`src/rtl/dma_cpl_pkg.sv`:
```
package dma_cpl_pkg;
  localparam int COUNT_W  = 32;
  localparam int ERR_W    = 8;
  localparam int BUS_W    = 32;
  localparam int LANES    = BUS_W / 8;
  localparam int POP_LANE = LANES - 1;

  typedef struct packed {
    logic [COUNT_W-1:0] byteCount;
    logic [ERR_W-1:0]   errCode;
    logic               earlyTerm;
  } cplRec_t;

  typedef struct packed {
    logic             doPush;
    logic             doPop;
    logic             doRead;
    logic             wordSel;
    logic [LANES-1:0] laneMask;
    logic             headValid;
  } ctlStrobe_t;
endpackage

```
`src/rtl/dma_cpl_ctrl.sv`:
```
module dma_cpl_ctrl
  import dma_cpl_pkg::*;
#(
  parameter int DEPTH = 8,
  localparam int PTR_W = (DEPTH > 1) ? $clog2(DEPTH) : 1,
  localparam int OCC_W = $clog2(DEPTH + 1)
) (
  input  logic             clk,
  input  logic             rstN,
  input  logic             pushValid,
  input  logic             rdStrobe,
  input  logic             wrStrobe,
  input  logic             rdWordSel,
  input  logic [LANES-1:0] rdByteEn,
  output logic             pushReady,
  output logic             fifoEmpty,
  output logic             fifoFull,
  output logic [PTR_W-1:0] wrPtr,
  output logic [PTR_W-1:0] rdPtr,
  output ctlStrobe_t       strobe
);
  logic [OCC_W-1:0] occupancy;
  logic             isRead;
  logic             popReq;
  logic             pushAcc;

  function automatic logic [PTR_W-1:0] bump(input logic [PTR_W-1:0] p);
    return (p == PTR_W'(DEPTH - 1)) ? '0 : p + 1'b1;
  endfunction

  always_comb begin
    isRead    = rdStrobe && !wrStrobe;
    fifoEmpty = (occupancy == '0);
    fifoFull  = (occupancy == OCC_W'(DEPTH));
    popReq    = isRead && rdWordSel && rdByteEn[POP_LANE] && !fifoEmpty;
    pushReady = !fifoFull || popReq;
    pushAcc   = pushValid && pushReady;

    strobe.doPush    = pushAcc;
    strobe.doPop     = popReq;
    strobe.doRead    = isRead;
    strobe.wordSel   = rdWordSel;
    strobe.laneMask  = rdByteEn;
    strobe.headValid = !fifoEmpty;
  end

  always_ff @(posedge clk) begin
    if (!rstN) begin
      occupancy <= '0;
      wrPtr     <= '0;
      rdPtr     <= '0;
    end else begin
      if (pushAcc) wrPtr <= bump(wrPtr);
      if (popReq)  rdPtr <= bump(rdPtr);
      case ({pushAcc, popReq})
        2'b10:   occupancy <= occupancy + 1'b1;
        2'b01:   occupancy <= occupancy - 1'b1;
        default: occupancy <= occupancy;
      endcase
    end
  end

  AST_NO_OVERFLOW: assert property (@(posedge clk) disable iff (!rstN)
    occupancy <= OCC_W'(DEPTH));
  AST_FULL_BLOCKS: assert property (@(posedge clk) disable iff (!rstN)
    (fifoFull && !popReq) |-> !pushReady);
  AST_NO_UNDERFLOW: assert property (@(posedge clk) disable iff (!rstN)
    fifoEmpty |=> (occupancy <= 1));
  AST_LANE_NOPOP: assert property (@(posedge clk) disable iff (!rstN)
    (isRead && !(rdWordSel && rdByteEn[POP_LANE]) && !pushValid)
      |=> occupancy == $past(occupancy));
  AST_WRITE_NOPOP: assert property (@(posedge clk) disable iff (!rstN)
    (wrStrobe && !pushValid) |=> occupancy == $past(occupancy));
  AST_FULL_SWAP: assert property (@(posedge clk) disable iff (!rstN)
    (fifoFull && popReq && pushValid) |=> fifoFull);
endmodule

```
`src/rtl/dma_cpl_data.sv`:
```
module dma_cpl_data
  import dma_cpl_pkg::*;
#(
  parameter int DEPTH = 8,
  localparam int PTR_W = (DEPTH > 1) ? $clog2(DEPTH) : 1
) (
  input  logic               clk,
  input  logic               rstN,
  input  ctlStrobe_t         strobe,
  input  logic [PTR_W-1:0]   wrPtr,
  input  logic [PTR_W-1:0]   rdPtr,
  input  logic [COUNT_W-1:0] pushCount,
  input  logic [ERR_W-1:0]   pushErr,
  input  logic               pushEarly,
  output logic [BUS_W-1:0]   rdData,
  output logic               rdValid
);
  cplRec_t          store [DEPTH];
  cplRec_t          head;
  logic [BUS_W-1:0] wordSelData;
  logic [BUS_W-1:0] laneData;

  always_ff @(posedge clk) begin
    if (strobe.doPush) begin
      store[wrPtr].byteCount <= pushCount;
      store[wrPtr].errCode   <= pushErr;
      store[wrPtr].earlyTerm <= pushEarly;
    end
  end

  always_comb begin
    head        = store[rdPtr];
    wordSelData = strobe.wordSel
                ? {{(BUS_W - ERR_W - 1){1'b0}}, head.earlyTerm, head.errCode}
                : BUS_W'(head.byteCount);
  end

  for (genvar lane = 0; lane < LANES; lane++) begin : g_lane
    assign laneData[lane*8 +: 8] = strobe.laneMask[lane] ? wordSelData[lane*8 +: 8] : 8'h00;
  end

  always_ff @(posedge clk) begin
    if (!rstN) begin
      rdData  <= '0;
      rdValid <= 1'b0;
    end else begin
      rdValid <= strobe.doRead;
      rdData  <= (strobe.doRead && strobe.headValid) ? laneData : '0;
    end
  end

  AST_RD_LATENCY: assert property (@(posedge clk) disable iff (!rstN)
    strobe.doRead |=> rdValid);
  AST_EMPTY_ZERO: assert property (@(posedge clk) disable iff (!rstN)
    (strobe.doRead && !strobe.headValid) |=> rdData == '0);
  AST_STATUS_PAD: assert property (@(posedge clk) disable iff (!rstN)
    (strobe.doRead && strobe.wordSel) |=> rdData[BUS_W-1:ERR_W+1] == '0);
  AST_LANE_ZERO: assert property (@(posedge clk) disable iff (!rstN)
    (strobe.doRead && !strobe.laneMask[0]) |=> rdData[7:0] == 8'h00);
endmodule

```
`src/rtl/dma_cpl_rdport.sv`:
```
module dma_cpl_rdport
  import dma_cpl_pkg::*;
#(
  parameter int DEPTH = 8
) (
  input  logic        clk,
  input  logic        rstN,
  input  logic        pushValid,
  input  logic [31:0] pushCount,
  input  logic [7:0]  pushErr,
  input  logic        pushEarly,
  output logic        pushReady,
  input  logic        rdStrobe,
  input  logic        wrStrobe,
  input  logic        rdWordSel,
  input  logic [3:0]  rdByteEn,
  output logic [31:0] rdData,
  output logic        rdValid,
  output logic        fifoEmpty,
  output logic        fifoFull
);
  localparam int PTR_W = (DEPTH > 1) ? $clog2(DEPTH) : 1;

  ctlStrobe_t       strobe;
  logic [PTR_W-1:0] wrPtr;
  logic [PTR_W-1:0] rdPtr;

  dma_cpl_ctrl #(.DEPTH(DEPTH)) ctrl_i (
    .clk       (clk),
    .rstN      (rstN),
    .pushValid (pushValid),
    .rdStrobe  (rdStrobe),
    .wrStrobe  (wrStrobe),
    .rdWordSel (rdWordSel),
    .rdByteEn  (rdByteEn),
    .pushReady (pushReady),
    .fifoEmpty (fifoEmpty),
    .fifoFull  (fifoFull),
    .wrPtr     (wrPtr),
    .rdPtr     (rdPtr),
    .strobe    (strobe)
  );

  dma_cpl_data #(.DEPTH(DEPTH)) data_i (
    .clk       (clk),
    .rstN      (rstN),
    .strobe    (strobe),
    .wrPtr     (wrPtr),
    .rdPtr     (rdPtr),
    .pushCount (pushCount),
    .pushErr   (pushErr),
    .pushEarly (pushEarly),
    .rdData    (rdData),
    .rdValid   (rdValid)
  );
endmodule

```
`config.mk`:
```
export PLATFORM = sky130hd
export DESIGN_NAME = dma_cpl_rdport
export DESIGN_NICKNAME = d
export VERILOG_FILES = /design/src/rtl/dma_cpl_pkg.sv /design/src/rtl/dma_cpl_ctrl.sv /design/src/rtl/dma_cpl_data.sv /design/src/rtl/dma_cpl_rdport.sv
export SDC_FILE = /design/constraint.sdc
export NUM_CORES = 1
export LEC_CHECK = 0
export ABC_AREA = 1
export ABC_CLOCK_PERIOD_IN_PS = 10180
export BUFFER_PORTS_ARGS = -buffer_cell sky130_fd_sc_hd__clkbuf_2
export CORE_MARGIN = 4
export CORE_UTILIZATION = 60
export CTS_CLUSTER_DIAMETER = 80
export DETAILED_ROUTE_END_ITERATION = 10
export GPL_TIMING_DRIVEN = 1
export HOLD_SLACK_MARGIN = 0.12
export PLACE_DENSITY = 0.79
export SYNTH_ARGS = -nofsm -noshare
export SYNTH_HDL_FRONTEND = slang
export SYNTH_SLANG_ARGS = --single-unit
```
`constraint.sdc`:
```
create_clock -name clk -period 10.18 [get_ports clk]
set_input_delay 1.018 -clock clk [delete_from_list [all_inputs] [get_ports clk]]
set_output_delay 1.018 -clock clk [all_outputs]
set_load 0.005 [all_outputs]
```
## After elaboration in Yosys (flattened, before gate mapping)

Memory sizes are Yosys's and may differ from the RTL's. A register that Yosys moved wholly into a read port is not among the register bits.
Index checks and enable logic that the tools add are counted.

- Add/subtract/negate cells: 4
- Multiply operators: 0
- Divide/modulo/power cells: 0
- Order comparisons: 0
- Equal/unequal tests: 5
- Shift operators: 0
- Muxes and demuxes: 8
- Bitwise logic cells: 5
- Reductions and logical operators: 17

Operator list:

| kind | count |
|---|---|
| two-way mux 3 bit | 4 |
| OR reduction 4 bit | 3 |
| two-way mux 9 bit | 1 |
| one-hot mux 4 bit (2 select lines) | 1 |
| adder 3 x 1 -> 3 bit (second input constant) | 2 |
| equality test 3 bit (second input constant) | 2 |
| logical AND 1 bit | 6 |
| AND reduction 3 bit | 2 |
| NOT 1 bit | 5 |
| adder 4 x 1 -> 4 bit (second input constant) | 1 |
| equality test 4 bit (second input constant) | 1 |
| zero test 4 bit | 1 |
| subtractor 4 x 1 -> 4 bit (second input constant) | 1 |
| zero test 1 bit | 3 |
| equality test 2 x 1 -> 1 bit (second input constant) | 1 |
| equality test 2 bit (second input constant) | 1 |
| two-way mux 1 bit | 2 |
| nonzero test 2 bit | 1 |
| logical OR 1 bit | 1 |

- Register bits after elaboration: 43
- Latch bits: 0
- Bits in writable memories: 328
- Bits in read-only memories: 0
- Output and inout bits: 36
- Memories: 1

Memories:

| memory | words | bits a word | rd ports | clocked after memory_dff | wr ports | RTL line | source |
|---|---|---|---|---|---|---|---|
| data_i.store | 8 | 41 | 1 | 1 | 1 | dma_cpl_data.sv:18 | `cplRec_t store [DEPTH];` |

## Logic depth before layout (Yosys ltp)

Gate-level depths: netlist (run 1).

- Depth after elaboration: 9
- Mapped depth: 16

## Modules after synthesis

A second synthesis (run 1) with hierarchy kept.

- Cells, all modules: 1281
- Area total of the unflattened synthesis: 14794.2 um2

Modules (own cells, without submodules):

| module | instances | cells an instance | area an instance (um2) | seq. area each (um2) |
|---|---|---|---|---|
| dma_cpl_data | 1 | 1189 | 14069.7 | 10510.1 |
| dma_cpl_ctrl | 1 | 92 | 724.4 | 200.2 |

## Worst setup path after synthesis (run 1)

OpenSTA, ideal clock, no wires.

- Path type: input -> register
- From: input wrStrobe
- To: memory data_i.store[1][0] (netlist name), enable pin
- Arrival: 3452 ps
- Required time: 9741 ps
- Setup slack: 6289 ps
- Stages: 9
- Path buffers: 0
- Cells stage by stage: inv_1 -> nand2_1 -> nor2_1 -> nand3_1 -> nand2_2 -> nand2_2 -> inv_2 -> nand2_1 -> nor2_1

- Longest elaborated chain between the ends: 9

Ends and longest elaborated chain:

| item | RTL line | source |
|---|---|---|
| start: declaration | dma_cpl_rdport.sv:14 | `input logic wrStrobe,` |
| zero test 1 bit | dma_cpl_ctrl.sv:32 | `isRead = rdStrobe && !wrStrobe;` |
| logical AND 1 bit | dma_cpl_ctrl.sv:32 |  |
| logical AND 1 bit (3 in a row) | dma_cpl_ctrl.sv:35 | `popReq = isRead && rdWordSel && rdByteEn[POP_LANE] && !fifoEmpty;` |
| logical OR 1 bit | dma_cpl_ctrl.sv:36 | `pushReady = !fifoFull \|\| popReq;` |
| net pushReady | dma_cpl_rdport.sv:12 | `output logic pushReady,` |
| logical AND 1 bit | dma_cpl_ctrl.sv:37 | `pushAcc = pushValid && pushReady;` |
| two-way mux 1 bit | dma_cpl_data.sv:24 | `if (strobe.doPush) begin` |
| two-way mux 1 bit (implied by the code) | dma_cpl_data.sv:27 | `store[wrPtr].earlyTerm <= pushEarly;` |
| end: declaration | dma_cpl_data.sv:18 |  |

The timed path passes the listed nets, and every way through them passes these cells.

## Worst setup path after layout (run 1)

- From: input rdWordSel
- To: memory data_i.store[7][29] (netlist name), enable pin

- Longest elaborated chain between the ends: 7

Ends and longest elaborated chain:

| item | RTL line | source |
|---|---|---|
| start: declaration | dma_cpl_rdport.sv:15 | `input logic rdWordSel,` |
| logical AND 1 bit (3 in a row) | dma_cpl_ctrl.sv:35 |  |
| logical OR 1 bit | dma_cpl_ctrl.sv:36 |  |
| logical AND 1 bit | dma_cpl_ctrl.sv:37 |  |
| two-way mux 1 bit | dma_cpl_data.sv:24 |  |
| two-way mux 1 bit (implied by the code) | dma_cpl_data.sv:25 | `store[wrPtr].byteCount <= pushCount;` |

No other way between the ends.

==> results.json, run 1 <==
{
  "wl_per_cell_um": 18.4,
  "synthTopCellsByArea": "edfxtp_1, nand2_1, dfxtp_1",
  "remaining_drc_errors": 0,
  "pin_count": 87,
  "cp-startpoint": "rdWordSel",
  "cap_violations": 0,
  "finClkSkew_ns": 0.0130,
  "postCtsHoldBufs": 0,
  "hp-class": "reg -> reg",
  "r2r_cells": 10,
  "ff2ff_setup_slack_ns": 7.19,
  "firstDrtPassIters": 6,
  "endpoint_kind": "flop",
  "numCtsBuffers": 37,
  "maxSlewViolCount": 0,
  "p_per_area_nw_per_um2": 201,
  "critical_path.max_fanout": 26,
  "ys_types": 25,
  "die_area_um2": 27000,
  "area_growth_pct": 13.2,
  "fin_tns_setup_ns": 0,
  "worstSetupPathType": "in -> reg",
  "die_x_um": 164,
  "hpwlAfterDp_mm": 16.3,
  "port_buffers": 86,
  "layout_worst_path_cycle_share": 0.297,
  "drtIter0Drc": 911,
  "leakage_nw": 6.30,
  "dp.cells": 1607,
  "cts_root_buffer": "clkbuf_16",
  "drt-total-wl_mm": 30.8,
  "clk_pin_slew_ns": 0.06,
  "synth_top_area_share": 0.672,
  "vias_per_cell": 5.59,
  "cp.arrival_ns": 3.18,
  "synth_cells": 1252,
  "num_rows": 56,
  "nFillCells": 1568,
  "final.min_clock_period_ns": 3.02,
  "die_h_um": 164,
  "insertion_delay_ns": 0.52,
  "fin_cells": 1677,
  "grt_pass1_wl_mm": 48.7,
  "vdd_ir_drop_max_uv": 149,
  "drive_above_1_share": 0.131,
  "nNetsFinal": 1385,
  "max_freq_mhz": 331,
  "ys_ff_latch": 374,
  "hold_viol": 0,
  "setup.worst_path.start_class": "input port",
  "overflow": 0,
  "antenna_found_initial": 2,
  "r2r_end": "data_i.rdData[0]",
  "setup_viol": 0,
  "syn_avg_cell_area_um2": 11.7,
  "tritoncts": "yes",
  "vias": 9379,
  "clock-sinks": 374,
  "hold_ws_ns": 0.502,
  "relSlewSlack": 0.392,
  "rsz0062_at_grt": "false",
  "fp.coreArea_um2": 23800,
  "ant_nets": 0,
  "tightest_slew_ns": 0.911,
  "yosysSeqAreaShare": 0.735,
  "grt_max_degree": 86,
  "cts_resized": 0,
  "grt_use_total": 0.232,
  "critPathCapture": "data_i.store[7][29]",
  "seq_area_um2": 10800,
  "start_util": 0.617,
  "required_ns": 10.34,
  "multi_input_area_um2": 3310,
  "status": "finished, final reports clean",
  "syn_area_um2": 14700,
  "globalplace.congestion": 0.802,
  "post_cts_buffers": 0,
  "final_core_util": 0.698,
  "syn-num-nets": 1310,
  "htree_num_levels": 2,
  "clockBufferDepth": 3,
  "grt_pass1_vias": 9440,
  "yosysWarnings": 0,
  "synth_top_area_cell": "edfxtp_1"
}
==> cells in the mapped netlist <==
cell type,instances
edfxtp_1,328
nand2_1,247
nor2_1,219
o21ai_0,97
nand3_1,84
inv_1,80
dfxtp_1,46
buf_2,27
o211ai_1,25
o22ai_1,21
clkbuf_1,19
a21oi_1,11
o21ai_1,9
buf_1,7
ha_1,7
buf_4,6
buf_6,4
inv_2,4
nand2_2,2
nor2_2,2
nor3b_2,2
xnor2_1,2
a21boi_1,1
clkinv_1,1
xor2_1,1
==> cells in the final DEF (no fill, tap or decap), types with 3 or more instances in the layout <==
| cell type | instances |
|---|---|
| a21oi_1 | 11 |
| buf_4 | 13 |
| bufinv_16 | 5 |
| clkbuf_1 | 4 |
| clkbuf_16 | 39 |
| clkbuf_2 | 86 |
| clkinv_1 | 8 |
| clkinv_2 | 9 |
| dfxtp_1 | 43 |
| edfxtp_1 | 328 |
| ha_1 | 7 |
| inv_1 | 80 |
| inv_2 | 3 |
| nand2_1 | 247 |
| nand3_1 | 84 |
| nor2_1 | 211 |
| nor2_4 | 8 |
| o211ai_1 | 25 |
| o21ai_0 | 97 |
| o21ai_1 | 9 |
| o22ai_1 | 21 |
==> metal layers <==
layer,global-route usage,vias up,wire (um)
met5,0,-,0
met2,0.401,378,15600
met3,0.0384,65,2310
met1,0.299,4491,12200
li1,-,4445,-
met4,0.0835,0,703
==> cell type report <==
cell class / count / area share
Sequential cell: 374 / 0.650
Multi-Input combinational cell: 730 / 0.199
Clock buffer: 44 / 0.0606
Timing Repair Buffer: 99 / 0.0318
Tap cell: 319 / 0.0241
Inverter: 85 / 0.0194
Clock inverter: 24 / 0.0148
Antenna cell: 2 / 0.000302
==> critical path: stages <==
cell and delay [ns]:
clkbuf_2 0.12, inv_2 0.18, nor2_1 0.14, nand3_1 0.15, nand2_2 0.14, nand2_2 0.10
inv_2 0.09, nand2_1 0.21, nor2_4 0.49, buf_4 0.51
==> state kept, by name, summed over array words and instances (netlist names), named ones only <==
name and cells:
ctrl_i.occupancy 4, ctrl_i.rdPtr 3, ctrl_i.wrPtr 3, data_i.rdData 32, data_i.rdValid 1, data_i.store 328
==> how the worst min path moves through the flow <==
| stage | slack (ns) | cells past startpoint | start | endpoint |
|---|---|---|---|---|
| after detailed placement | 0.50 | 2 | ctrl_i.rdPtr[1] | flop |
| after global placement | 0.50 | 2 | ctrl_i.rdPtr[1] | flop |
| after floorplan | 0.48 | 2 | ctrl_i.rdPtr[1] | flop |
| after global routing | 0.54 | 2 | ctrl_i.rdPtr[0] | flop |
| after CTS | 0.51 | 2 | ctrl_i.rdPtr[1] | flop |
| final | 0.50 | 2 | ctrl_i.rdPtr[1] | flop |
==> cell families after synthesis <==
family	count (synthesis)	share of synthesized area
xor gates and xnor gates	3	0.00179
buffers and inverters	148	0.0438
and+or+nand+nor	556	0.151
adders and majority gates	7	0.00597
DFF	374	0.735
AOI/OAI and AO/OA	164	0.0622
==> power breakdown <==
part	switching [mW]	internal [mW]	leakage [nW]	total (mW)
Clock	0.551	0.833	0.614	1.38
Combinational	0.146	0.0589	2.33	0.205
Sequential	0.0209	1.73	3.35	1.75
Total	0.718	2.62	6.30	3.34
==> stage by stage <==
step           cell area [um^2]  setup WS (ns)  power (mW)
5_1_grt                   16600           6.91        3.45
3_5_place_dp              15300           6.64        1.98
3_3_place_gp              15300           6.71        1.97
2_1_floorplan             14700           6.29        1.91
6_report                  16600           7.16        3.34
4_1_cts                   16600           7.16        3.36
(Power assumes the default switching activity.)
==> run 2, diff against run 1 <==
--- a/config.mk
+++ b/config.mk
@@ -6,15 +6,15 @@
 export NUM_CORES = 1
 export LEC_CHECK = 0
 export ABC_AREA = 1
-export ABC_CLOCK_PERIOD_IN_PS = 10180
+export ABC_CLOCK_PERIOD_IN_PS = 2700
 export BUFFER_PORTS_ARGS = -buffer_cell sky130_fd_sc_hd__clkbuf_2
 export CORE_MARGIN = 4
-export CORE_UTILIZATION = 60
+export CORE_UTILIZATION = 54
 export CTS_CLUSTER_DIAMETER = 80
 export DETAILED_ROUTE_END_ITERATION = 10
 export GPL_TIMING_DRIVEN = 1
 export HOLD_SLACK_MARGIN = 0.12
-export PLACE_DENSITY = 0.79
+export PLACE_DENSITY = 0.75
 export SYNTH_ARGS = -nofsm -noshare
 export SYNTH_HDL_FRONTEND = slang
 export SYNTH_SLANG_ARGS = --single-unit
==> constraint.sdc (replaced) <==
create_clock -name clk -period 2.7 [get_ports clk]
set_input_delay 0.27 -clock clk [delete_from_list [all_inputs] [get_ports clk]]
set_output_delay 0.27 -clock clk [all_outputs]
set_load 0.005 [all_outputs]
==> run 2 against run 1 <==
Via count increased by 0.99%. Worst hold slack got worse by 0.29 ns. Cell area increased by 3.5%. Largest power group unchanged. Highest routed layer unchanged. Non-clock buffer count increased by 57. Critical path type is now reg -> reg. First-iteration DRC count increased by 3.4%.
==> results.json, run 2 (synthesis results as in run 1) <==
{
  "vias_per_cell": 5.39,
  "rsz0062_at_grt": "false",
  "vdd_ir_drop_max_uv": 534,
  "die_area_um2": 29800,
  "insertion_delay_ns": 0.52,
  "final_core_util": 0.640,
  "grt_util_met1": 0.262,
  "pin_count": 87,
  "tightest_slew_ns": 1.02,
  "busiest_layer": "met2",
  "overflow": 0,
  "top_regs": "data_i.store (328), data_i.rdData (32), ctrl_i.occupancy (4)",
  "pre_cts_ws_ns": 0.413,
  "grt_pass1_vias": 9416,
  "layout_worst_path_cycle_share": 0.862,
  "relSlewSlack": 0.323,
  "drtIter0Drc": 942,
  "post_cts_buffers": 0,
  "die_x_um": 173,
  "setup_viol": 0,
  "place_area_um2": 15600,
  "numCtsBuffers": 38,
  "p_per_area_nw_per_um2": 714,
  "antenna_found_initial": 0,
  "max_freq_mhz": 430,
  "tritoncts": "yes",
  "maxSlewViolCount": 0,
  "remaining_drc_errors": 0,
  "status": "finished, final reports clean",
  "leakage_nw": 6.53,
  "nFillCells": 1927,
  "grt_use_total": 0.206,
  "globalplace.congestion": 0.816,
  "drt-total-wl_mm": 30.6,
  "grt_max_degree": 165,
  "use_met2": 0.362,
  "firstDrtPassIters": 6,
  "max_stage_delay_ns": 0.43,
  "drive_above_1_share": 0.130,
  "worstSetupPathType": "reg -> reg",
  "cp.arrival_ns": 2.54,
  "cp_slowest_cell": "nor2_4",
  "critical_path.max_fanout": 20,
  "start_util": 0.547,
  "clock-sinks": 374,
  "setup.worst_path.start_class": "flop",
  "use_met3": 0.0310,
  "nNetsFinal": 1443,
  "cts_root_buffer": "clkbuf_16",
  "final.min_clock_period_ns": 2.33,
  "ant_nets": 0,
  "num_rows": 60,
  "hold_viol": 0,
  "path_cells": "nor2_1, nand2_1, nand3_1, nand2_2, nand2_2, inv_2, nand2_1, nor2_4, buf_12",
  "clockBufferDepth": 3,
  "cts_resized": 0,
  "required_ns": 2.91,
  "postLayoutSetupSlackWorst_ns": 0.373,
  "cap_violations": 0,
  "die_h_um": 173,
  "finClkSkew_ns": 0.0136,
  "largest_reg_flops": 328,
  "fp.coreArea_um2": 26800,
  "hpwlAfterDp_mm": 17.1,
  "final_cell_mix": "edfxtp_1, nand2_1, nor2_1, o21ai_0, clkbuf_2",
  "area_growth_pct": 17.1,
  "port_buffers": 86,
  "final_common_cell": "edfxtp_1",
  "wl_per_cell_um": 17.4,
  "vias": 9472,
  "grt_pass1_wl_mm": 49.5,
  "hp-class": "in -> reg",
  "clk_pin_slew_ns": 0.06,
  "endpoint_kind": "flop",
  "diodes": 0,
  "regMostFlops": "data_i.store",
  "fin_area_um2": 17200,
  "htree_num_levels": 2
}
[run 2: cell types whose count changed in the layout (fill, tap and decap cells not counted), moves of 2 or more]
cell / previous run / this run
buf_12: 0 / 9
bufinv_16: 5 / 0
buf_4: 13 / 16
diode_2: 2 / 0
clkbuf_1: 4 / 16
clkbuf_8: 1 / 5
dlygate4sd3_1: 0 / 45
clkinv_2: 9 / 6
clkinvlp_4: 2 / 0
clkinv_1: 8 / 3
[run 2: metrics by stage]
stage	total power, mW	hold WS, ns	cells	TNS, ns
2_1_floorplan	7.19	0.369	1252	-171.00
3_3_place_gp	7.49	0.496	1641	0
3_5_place_dp	7.52	0.505	1641	0
4_1_cts	12.3	0.190	1756	0
5_1_grt	12.7	0.208	1756	0
6_report	12.3	0.209	1756	0
[run 2: layout make-up]
type	instances	area, um^2	share of cell area
clock buffer	59	1080	0.0629
clock inverter	11	71.3	0.00416
inverter	85	322	0.0187
multi-input combinational	730	3310	0.193
sequential	374	10800	0.628
timing repair buffer	156	1180	0.0688
tap	341	427	0.0249
[run 2: repair_timing]
| action | 4_1_cts | 5_1_grt |
|---|---|---|
| hold buffers | 45 | 0 |
| hold endpoints to repair | 337 | 0 |
| endpoints found under the setup margin | 0 | 0 |
[run 2: metal layers]
layer	routed length [um]	vias to the layer above	share of wire
met1	12400	4522	0.41
met2	15500	314	0.51
met3	1770	73	0.058
met4	954	0	0.031
met5	0	-	0
li1	-	4563	-
[run 2: worst paths after layout]
| kind | endpoint | slack, ns | depth (start not counted) | startpoint |
|---|---|---|---|---|
| worst max register to register | data_i.store[0][29] | 0.37 | 9 | ctrl_i.occupancy[0] |
| worst min register to register | flop | 0.51 | 2 | ctrl_i.rdPtr[2] |
| worst max-delay path | data_i.store[0][29] | 0.37 | 9 | ctrl_i.occupancy[0] |
| worst min-delay path | data_i.rdData[10] | 0.21 | 4 | rdWordSel |
[run 2: critical path: cells and delay by family (launching register included)]
kind | cells | cell delay, ns
buf+inv | 2 | 0.32
flops | 1 | 0.40
simple gates | 7 | 1.29
[run 2: report_power, final]
part	switching [mW]	internal (mW)	total (mW)
clock network	2.03	2.77	4.80
registers	0.0605	6.52	6.58
logic	0.580	0.297	0.877
total	2.67	9.58	12.3
